--- config.mk ---
export PLATFORM = sky130hd
export DESIGN_NAME = reset_domain_ctrl
export DESIGN_NICKNAME = d
export VERILOG_FILES = /design/src/rtl/rstc_pkg.sv /design/src/rtl/rstc_release.sv /design/src/rtl/rstc_source_merge.sv /design/src/rtl/rstc_cause_log.sv /design/src/rtl/reset_domain_ctrl.sv
export SDC_FILE = /design/constraint.sdc
export NUM_CORES = 1
export LEC_CHECK = 0
export BUFFER_PORTS_ARGS = -buffer_cell sky130_fd_sc_hd__clkbuf_2
export CAP_MARGIN = 40
export CORE_UTILIZATION = 45
export DETAILED_ROUTE_END_ITERATION = 12
export PLACE_DENSITY_LB_ADDON = 0.12
export SLEW_MARGIN = 25
export SYNTH_ARGS = -nofsm -noshare
export SYNTH_HDL_FRONTEND = slang
export SYNTH_HIERARCHICAL = 1
export SYNTH_SLANG_ARGS = --single-unit
--- constraint.sdc ---
create_clock -name clk_i -period 1.62 [get_ports clk_i]
set_clock_uncertainty 0.05 [all_clocks]
set_input_delay 0.243 -clock clk_i [delete_from_list [all_inputs] [get_ports clk_i]]
set_output_delay 0.243 -clock clk_i [all_outputs]
set_load 0.01 [all_outputs]
--- src/rtl/rstc_pkg.sv ---
`timescale 1ns/1ps
// Package: shared constants and types for the reset domain controller.
// Assumes the cause register bit positions below are fixed software contract.
package rstc_pkg;

    localparam int NUM_CAUSES = 12;

    // Cause bit positions
    localparam int C_PWR   = 0;
    localparam int C_PIN   = 1;
    localparam int C_WWDG  = 2;
    localparam int C_FWDG  = 3;
    localparam int C_SW    = 4;
    localparam int C_OBL   = 5;
    localparam int C_STBY  = 6;
    localparam int C_DPSLP = 7;
    localparam int C_LVD   = 8;
    localparam int C_HXTAL = 9;
    localparam int C_PLL   = 10;
    localparam int C_LOCK  = 11;

    typedef logic [NUM_CAUSES-1:0] cause_vec_t;

    localparam cause_vec_t CAUSE_AFTER_PWR = cause_vec_t'(1) << C_PWR;

endpackage

--- src/rtl/rstc_release.sv ---
`timescale 1ns/1ps
// Module: rstc_release
// Turns a raw active-low reset condition into a clean reset output.
// The output drops asynchronously with raw_n_i. Release goes through a
// SYNC_STAGES flop chain and then a HOLD_CYCLES counter, so the output
// rises SYNC_STAGES + HOLD_CYCLES rising edges after raw_n_i goes high.
// Assumes raw_n_i may change at any time relative to clk_i.
module rstc_release #(
    parameter int SYNC_STAGES = 2,
    parameter int HOLD_CYCLES = 16
) (
    input  logic clk_i,
    input  logic raw_n_i,
    output logic rst_n_o
);

    localparam int CW = $clog2(HOLD_CYCLES + 1);
    localparam logic [CW-1:0] HOLD_LAST = CW'(HOLD_CYCLES - 1);

    logic [SYNC_STAGES-1:0] sync_q;
    logic [CW-1:0]          hold_q;
    logic                   out_q;
    logic                   synced;

    // Synchroniser chain, cleared asynchronously by the raw condition
    generate
        for (genvar s = 0; s < SYNC_STAGES; s++) begin : g_sync
            if (s == 0) begin : g_first
                // First stage samples a constant one once the raw reset lifts
                always_ff @(posedge clk_i or negedge raw_n_i) begin
                    if (!raw_n_i) sync_q[s] <= 1'b0;
                    else          sync_q[s] <= 1'b1;
                end
            end else begin : g_next
                // Later stages shift the release through
                always_ff @(posedge clk_i or negedge raw_n_i) begin
                    if (!raw_n_i) sync_q[s] <= 1'b0;
                    else          sync_q[s] <= sync_q[s-1];
                end
            end
        end
    endgenerate

    assign synced = sync_q[SYNC_STAGES-1];

    // Hold counter and output flop: release after HOLD_CYCLES synced cycles
    always_ff @(posedge clk_i or negedge raw_n_i) begin
        if (!raw_n_i) begin
            hold_q <= '0;
            out_q  <= 1'b0;
        end else if (synced && !out_q) begin
            if (hold_q == HOLD_LAST) out_q  <= 1'b1;
            else                     hold_q <= hold_q + 1'b1;
        end
    end

    assign rst_n_o = out_q;

endmodule

--- src/rtl/rstc_source_merge.sv ---
`timescale 1ns/1ps
// Module: rstc_source_merge
// Pure combinational merging of reset sources into raw domain conditions
// and into a per-cause event vector. Low-power entries are gated by their
// keep bits (1 = entry does not reset). Bit C_PWR of the event vector is
// always zero: the power flag is produced by the cause register's reset.
// Assumes request inputs are active high except the pin and detector.
module rstc_source_merge
    import rstc_pkg::*;
(
    input  logic       por_pdr_n_i,
    input  logic       ldo_ready_i,
    input  logic       stby_exit_i,
    input  logic       pwr_rst_n_i,
    input  logic       ext_rst_n_i,
    input  logic       wwdg_rst_i,
    input  logic       fwdg_rst_i,
    input  logic       sw_rst_i,
    input  logic       obl_rst_i,
    input  logic       stby_enter_i,
    input  logic       cfg_stby_keep_i,
    input  logic       dpslp_enter_i,
    input  logic       cfg_dpslp_keep_i,
    input  logic       lvd_rst_i,
    input  logic       hxtal_loss_i,
    input  logic       pll_loss_i,
    input  logic       lockup_i,
    output logic       pwr_raw_n_o,
    output logic       sys_raw_n_o,
    output cause_vec_t sys_evt_o
);

    // Power domain: bad supply, not-ready regulator or standby exit
    always_comb begin
        pwr_raw_n_o = por_pdr_n_i & ldo_ready_i & ~stby_exit_i;
    end

    // Per-cause system event vector
    always_comb begin
        sys_evt_o          = '0;
        sys_evt_o[C_PIN]   = ~ext_rst_n_i;
        sys_evt_o[C_WWDG]  = wwdg_rst_i;
        sys_evt_o[C_FWDG]  = fwdg_rst_i;
        sys_evt_o[C_SW]    = sw_rst_i;
        sys_evt_o[C_OBL]   = obl_rst_i;
        sys_evt_o[C_STBY]  = stby_enter_i & ~cfg_stby_keep_i;
        sys_evt_o[C_DPSLP] = dpslp_enter_i & ~cfg_dpslp_keep_i;
        sys_evt_o[C_LVD]   = lvd_rst_i;
        sys_evt_o[C_HXTAL] = hxtal_loss_i;
        sys_evt_o[C_PLL]   = pll_loss_i;
        sys_evt_o[C_LOCK]  = lockup_i;
    end

    // System domain: power reset or any system event
    always_comb begin
        sys_raw_n_o = pwr_rst_n_i & ~(|sys_evt_o);
    end

endmodule

--- src/rtl/rstc_cause_log.sv ---
`timescale 1ns/1ps
// Module: rstc_cause_log
// Sticky reset cause flags. Reset by the power domain to "power only".
// The pin event is synchronised first; all other events are assumed to be
// synchronous to clk_i. An event in the same cycle as a clear still sets.
module rstc_cause_log
    import rstc_pkg::*;
#(
    parameter int SYNC_STAGES = 2
) (
    input  logic       clk_i,
    input  logic       pwr_rst_n_i,
    input  logic       ext_rst_n_i,
    input  cause_vec_t sys_evt_i,
    input  logic       flag_clr_i,
    output cause_vec_t cause_o
);

    logic [SYNC_STAGES-1:0] pin_q;
    cause_vec_t             flags_q;
    cause_vec_t             capture;

    // Pin synchroniser, idles high (pin released)
    always_ff @(posedge clk_i or negedge pwr_rst_n_i) begin
        if (!pwr_rst_n_i) pin_q <= '1;
        else              pin_q <= {pin_q[SYNC_STAGES-2:0], ext_rst_n_i};
    end

    // Events to record this cycle, pin taken from its synchronised copy
    always_comb begin
        capture        = sys_evt_i;
        capture[C_PWR] = 1'b0;
        capture[C_PIN] = ~pin_q[SYNC_STAGES-1];
    end

    // Flag register: clear first, then merge new events
    always_ff @(posedge clk_i or negedge pwr_rst_n_i) begin
        if (!pwr_rst_n_i) flags_q <= CAUSE_AFTER_PWR;
        else              flags_q <= (flag_clr_i ? '0 : flags_q) | capture;
    end

    assign cause_o = flags_q;

endmodule

--- src/rtl/reset_domain_ctrl.sv ---
`timescale 1ns/1ps
// Module: reset_domain_ctrl (top)
// Builds the power, system, debug and backup reset domains and the sticky
// cause register. Power reset feeds the system reset; debug follows power
// only; backup follows its own request only. Outputs assert asynchronously
// and release after SYNC_STAGES + HOLD_CYCLES clock edges.
module reset_domain_ctrl
    import rstc_pkg::*;
#(
    parameter int SYNC_STAGES = 2,
    parameter int HOLD_CYCLES = 16
) (
    input  logic                  clk_i,
    input  logic                  por_pdr_n_i,
    input  logic                  ldo_ready_i,
    input  logic                  stby_exit_i,
    input  logic                  bkp_rst_n_i,
    input  logic                  ext_rst_n_i,
    input  logic                  wwdg_rst_i,
    input  logic                  fwdg_rst_i,
    input  logic                  sw_rst_i,
    input  logic                  obl_rst_i,
    input  logic                  stby_enter_i,
    input  logic                  cfg_stby_keep_i,
    input  logic                  dpslp_enter_i,
    input  logic                  cfg_dpslp_keep_i,
    input  logic                  lvd_rst_i,
    input  logic                  hxtal_loss_i,
    input  logic                  pll_loss_i,
    input  logic                  lockup_i,
    input  logic                  flag_clr_i,
    output logic                  pwr_rst_n_o,
    output logic                  sys_rst_n_o,
    output logic                  dbg_rst_n_o,
    output logic                  bkp_rst_n_o,
    output logic [NUM_CAUSES-1:0] cause_o
);

    logic       pwr_raw_n;
    logic       sys_raw_n;
    logic       pwr_n;
    logic       sys_n;
    logic       bkp_n;
    cause_vec_t sys_evt;

    rstc_source_merge u_merge (
        .por_pdr_n_i      (por_pdr_n_i),
        .ldo_ready_i      (ldo_ready_i),
        .stby_exit_i      (stby_exit_i),
        .pwr_rst_n_i      (pwr_n),
        .ext_rst_n_i      (ext_rst_n_i),
        .wwdg_rst_i       (wwdg_rst_i),
        .fwdg_rst_i       (fwdg_rst_i),
        .sw_rst_i         (sw_rst_i),
        .obl_rst_i        (obl_rst_i),
        .stby_enter_i     (stby_enter_i),
        .cfg_stby_keep_i  (cfg_stby_keep_i),
        .dpslp_enter_i    (dpslp_enter_i),
        .cfg_dpslp_keep_i (cfg_dpslp_keep_i),
        .lvd_rst_i        (lvd_rst_i),
        .hxtal_loss_i     (hxtal_loss_i),
        .pll_loss_i       (pll_loss_i),
        .lockup_i         (lockup_i),
        .pwr_raw_n_o      (pwr_raw_n),
        .sys_raw_n_o      (sys_raw_n),
        .sys_evt_o        (sys_evt)
    );

    rstc_release #(.SYNC_STAGES(SYNC_STAGES), .HOLD_CYCLES(HOLD_CYCLES)) u_pwr_rel (
        .clk_i   (clk_i),
        .raw_n_i (pwr_raw_n),
        .rst_n_o (pwr_n)
    );

    rstc_release #(.SYNC_STAGES(SYNC_STAGES), .HOLD_CYCLES(HOLD_CYCLES)) u_sys_rel (
        .clk_i   (clk_i),
        .raw_n_i (sys_raw_n),
        .rst_n_o (sys_n)
    );

    rstc_release #(.SYNC_STAGES(SYNC_STAGES), .HOLD_CYCLES(HOLD_CYCLES)) u_bkp_rel (
        .clk_i   (clk_i),
        .raw_n_i (bkp_rst_n_i),
        .rst_n_o (bkp_n)
    );

    rstc_cause_log #(.SYNC_STAGES(SYNC_STAGES)) u_cause (
        .clk_i       (clk_i),
        .pwr_rst_n_i (pwr_n),
        .ext_rst_n_i (ext_rst_n_i),
        .sys_evt_i   (sys_evt),
        .flag_clr_i  (flag_clr_i),
        .cause_o     (cause_o)
    );

    assign pwr_rst_n_o = pwr_n;
    assign sys_rst_n_o = sys_n;
    assign dbg_rst_n_o = pwr_n;
    assign bkp_rst_n_o = bkp_n;

endmodule

==> impl_results.md <==
* Mapped Area at 1536 um^2
* Outcome: finished, violations left
* GR Util All Layers at 17.80%
* Starting Density at 48.73%
* Via count at 984
* Layout area overhead at 32.98%
* Worst path max stage delay at 0.40 ns
* GPL Wtd Cong at 0.7433
* Worst slew pin tran at 0.6503 ns
* Worst path required time at 1.81 ns
* Syn Nets at 138
* Detailed Route Iter0 Violations at 21
* CTS sink cnt at 38
* IO Port Bufs at 34
* Vias in the first global route at 1047
* Critical-path cell list: ha_2 > and3_4 > ha_4 > nor3b_4 > mux2_4
* Reg2reg setup slack at -0.04 ns
* Core Area at 3153 um^2
* Synthesized area per cell at 13.60 um^2
* CTS clk-pin slew, worst paths at 0.11 ns
* CTS Buffer Depth at 2
* Setup crit end: u_sys_rel/hold_q[1]
* Period minus WS final at 1.660 ns
* Fmax at 602.3 MHz
* Crit. path cell count at 5
* H-tree Lvls at 2
* Worst Path Buf+Inv at 0
* DRT Pass-1 Iters at 4
* Power per cell area at 1546 nW/um^2
* Total die area at 3652 um^2
* Top Ports at 35
* TritonCTS clock tree: yes
* Clock buffer count from CTS at 5
* Worst r2r src: u_sys_rel/hold_q[1]
* Leakage at 1.014 nW
* Worst setup startpoint: u_sys_rel/hold_q[1]
* Worst Hold Depth at 2
* RSZ-0062 raised after global routing: true
* Final WS setup at -0.04024 ns
* First-pass GRT wire length at 4.422 mm
* Worst r2r path cells at 5
* Via/cell ratio at 4.620
* Min-delay worst type: in -> reg
* Routed wire length at 2.678 mm
* Worst EP arrival at 1.85 ns
* Clock latency on the worst-skew pair at 0.34 ns
* Slowest stage cell on the critical path: dfrtp_1
* Final Max Slew Viols at 0
* Fin crit share at 102.5%
* Chip Height at 60.43 um
* WL per Instance at 12.57 um
* Cell Count, Final, Fillers Out at 213
* Share of layout cells above drive strength 1 at 50.89%
* Worst hold slack at 0.04068 ns
* Worst setup EP type: flip-flop
* Count of final setup violators at 7
* Die Wd at 60.43 um
* WS Path Type: reg -> reg
* Synth warn at 6
* Antenna Cells at 0
* Largest net degree at the start of global routing at 19
* Final Hold Fails at 0
* Max cap viols at 0
* Final ANT Viol Nets at 0
* Residual DRC count at 0
* Capture point of the worst reg-to-reg path: u_sys_rel/hold_q[1]
* Cell count after synthesis at 113
* Remaining global-route overflow at 0
* Delay-heaviest family, CP: simple AND/OR/NAND/NOR gates
* Startpoint Class: flip-flop
* Final net count at 194
* Initial antenna violation count at 0
* Failing checks: setup timing
* Worst VDD drop at 0.8144 mV
* Root buf cell: clkbuf_4
* Fill cell count at 284
* Row count at 20
* Final HPWL DP at 1.925 mm
* CP max FO at 5
* Placed cells at 194
* Max-slew headroom at 56.49%
through the flow:
stage               setup TNS (ns)  setup WS (ns)  cell area, um^2  utilization [%]  power [mW]
floorplan                 -0.08253       -0.02780             1608                -       2.091
global placement           -0.1016       -0.04504             1856            58.85       2.439
detailed placement         -0.3144       -0.08445             1856            58.85       2.529
CTS                        -0.2675       -0.06567             1991            63.13       3.106
global route                -1.331        -0.1433             2043            64.80       3.394
finish                     -0.1957       -0.04024             2043            64.80       3.158
registers in the layout (all words and copies together) (netlist names):
name	cells
u_bkp_rel/sync_q	1
u_bkp_rel/synced	1
u_pwr_rel/synced	1
u_cause/pin_q	2
u_pwr_rel/sync_q	1
u_pwr_rel/hold_q	5
u_bkp_rel/hold_q	5
u_sys_rel/sync_q	1
u_sys_rel/hold_q	5
u_sys_rel/synced	1
u_sys_rel/rst_n_o	1
u_bkp_rel/rst_n_o	1
u_pwr_rel/rst_n_o	1
u_cause/cause_o	12
power breakdown:
group / switching (mW) / total (mW) / internal (mW)
registers: 0.181 / 1.39 / 1.21
logic: 0.541 / 1.27 / 0.733
clock network: 0.285 / 0.490 / 0.205
worst min path at each step:
stage	startpoint	endpoint	slack (ns)
after global routing	fwdg_rst_i	u_cause/cause_o[3]	0.02
final	wwdg_rst_i	u_cause/cause_o[2]	0.04
after CTS	wwdg_rst_i	u_cause/cause_o[2]	0.02
after detailed placement	bkp_rst_n_i	u_bkp_rel/hold_q[2]	0.05
after floorplan	bkp_rst_n_i	u_bkp_rel/hold_q[0]	-0.10
after global placement	bkp_rst_n_i	u_bkp_rel/hold_q[2]	0.04
what timing repair did:
action                                 in CTS  in global routing
endpoints found under the hold margin      25                  0
pin swaps                                   9                  5
resized for setup                           0                  6
setup buffers                               4                  3
setup endpoints to repair                  12                 15
hold buffers                                5                  0
metal layers:
layer	wire [um]	part of all wire (%)	GRT usage, %
met5	0	0	0
met4	55	2.1	14.29
met3	128	4.8	4.691
met2	1382	52	29.83
met1	1112	42	18.93
placed cells by master (no fill, tap or decap), drive strengths merged, types with 4 or more instances in the layout:
| cell | count |
|---|---|
| clkbuf | 41 |
| dfrtp | 35 |
| buf | 19 |
| a21o | 13 |
| xnor2 | 6 |
| ha | 6 |
| dlygate4sd3 | 5 |
| inv | 5 |
| nand2 | 4 |
| nand4 | 4 |
| nor2 | 4 |
layout make-up:
class                           count  area, um^2  area share [%]
Sequential cell                    38       954.7           46.72
Multi-Input combinational cell     61       593.1           29.03
Timing Repair Buffer               58       366.6           17.94
Clock buffer                        7       55.05           2.694
Tap cell                           44       55.05           2.694
Inverter                            5       18.77          0.9186
(Power assumes the default switching activity.)
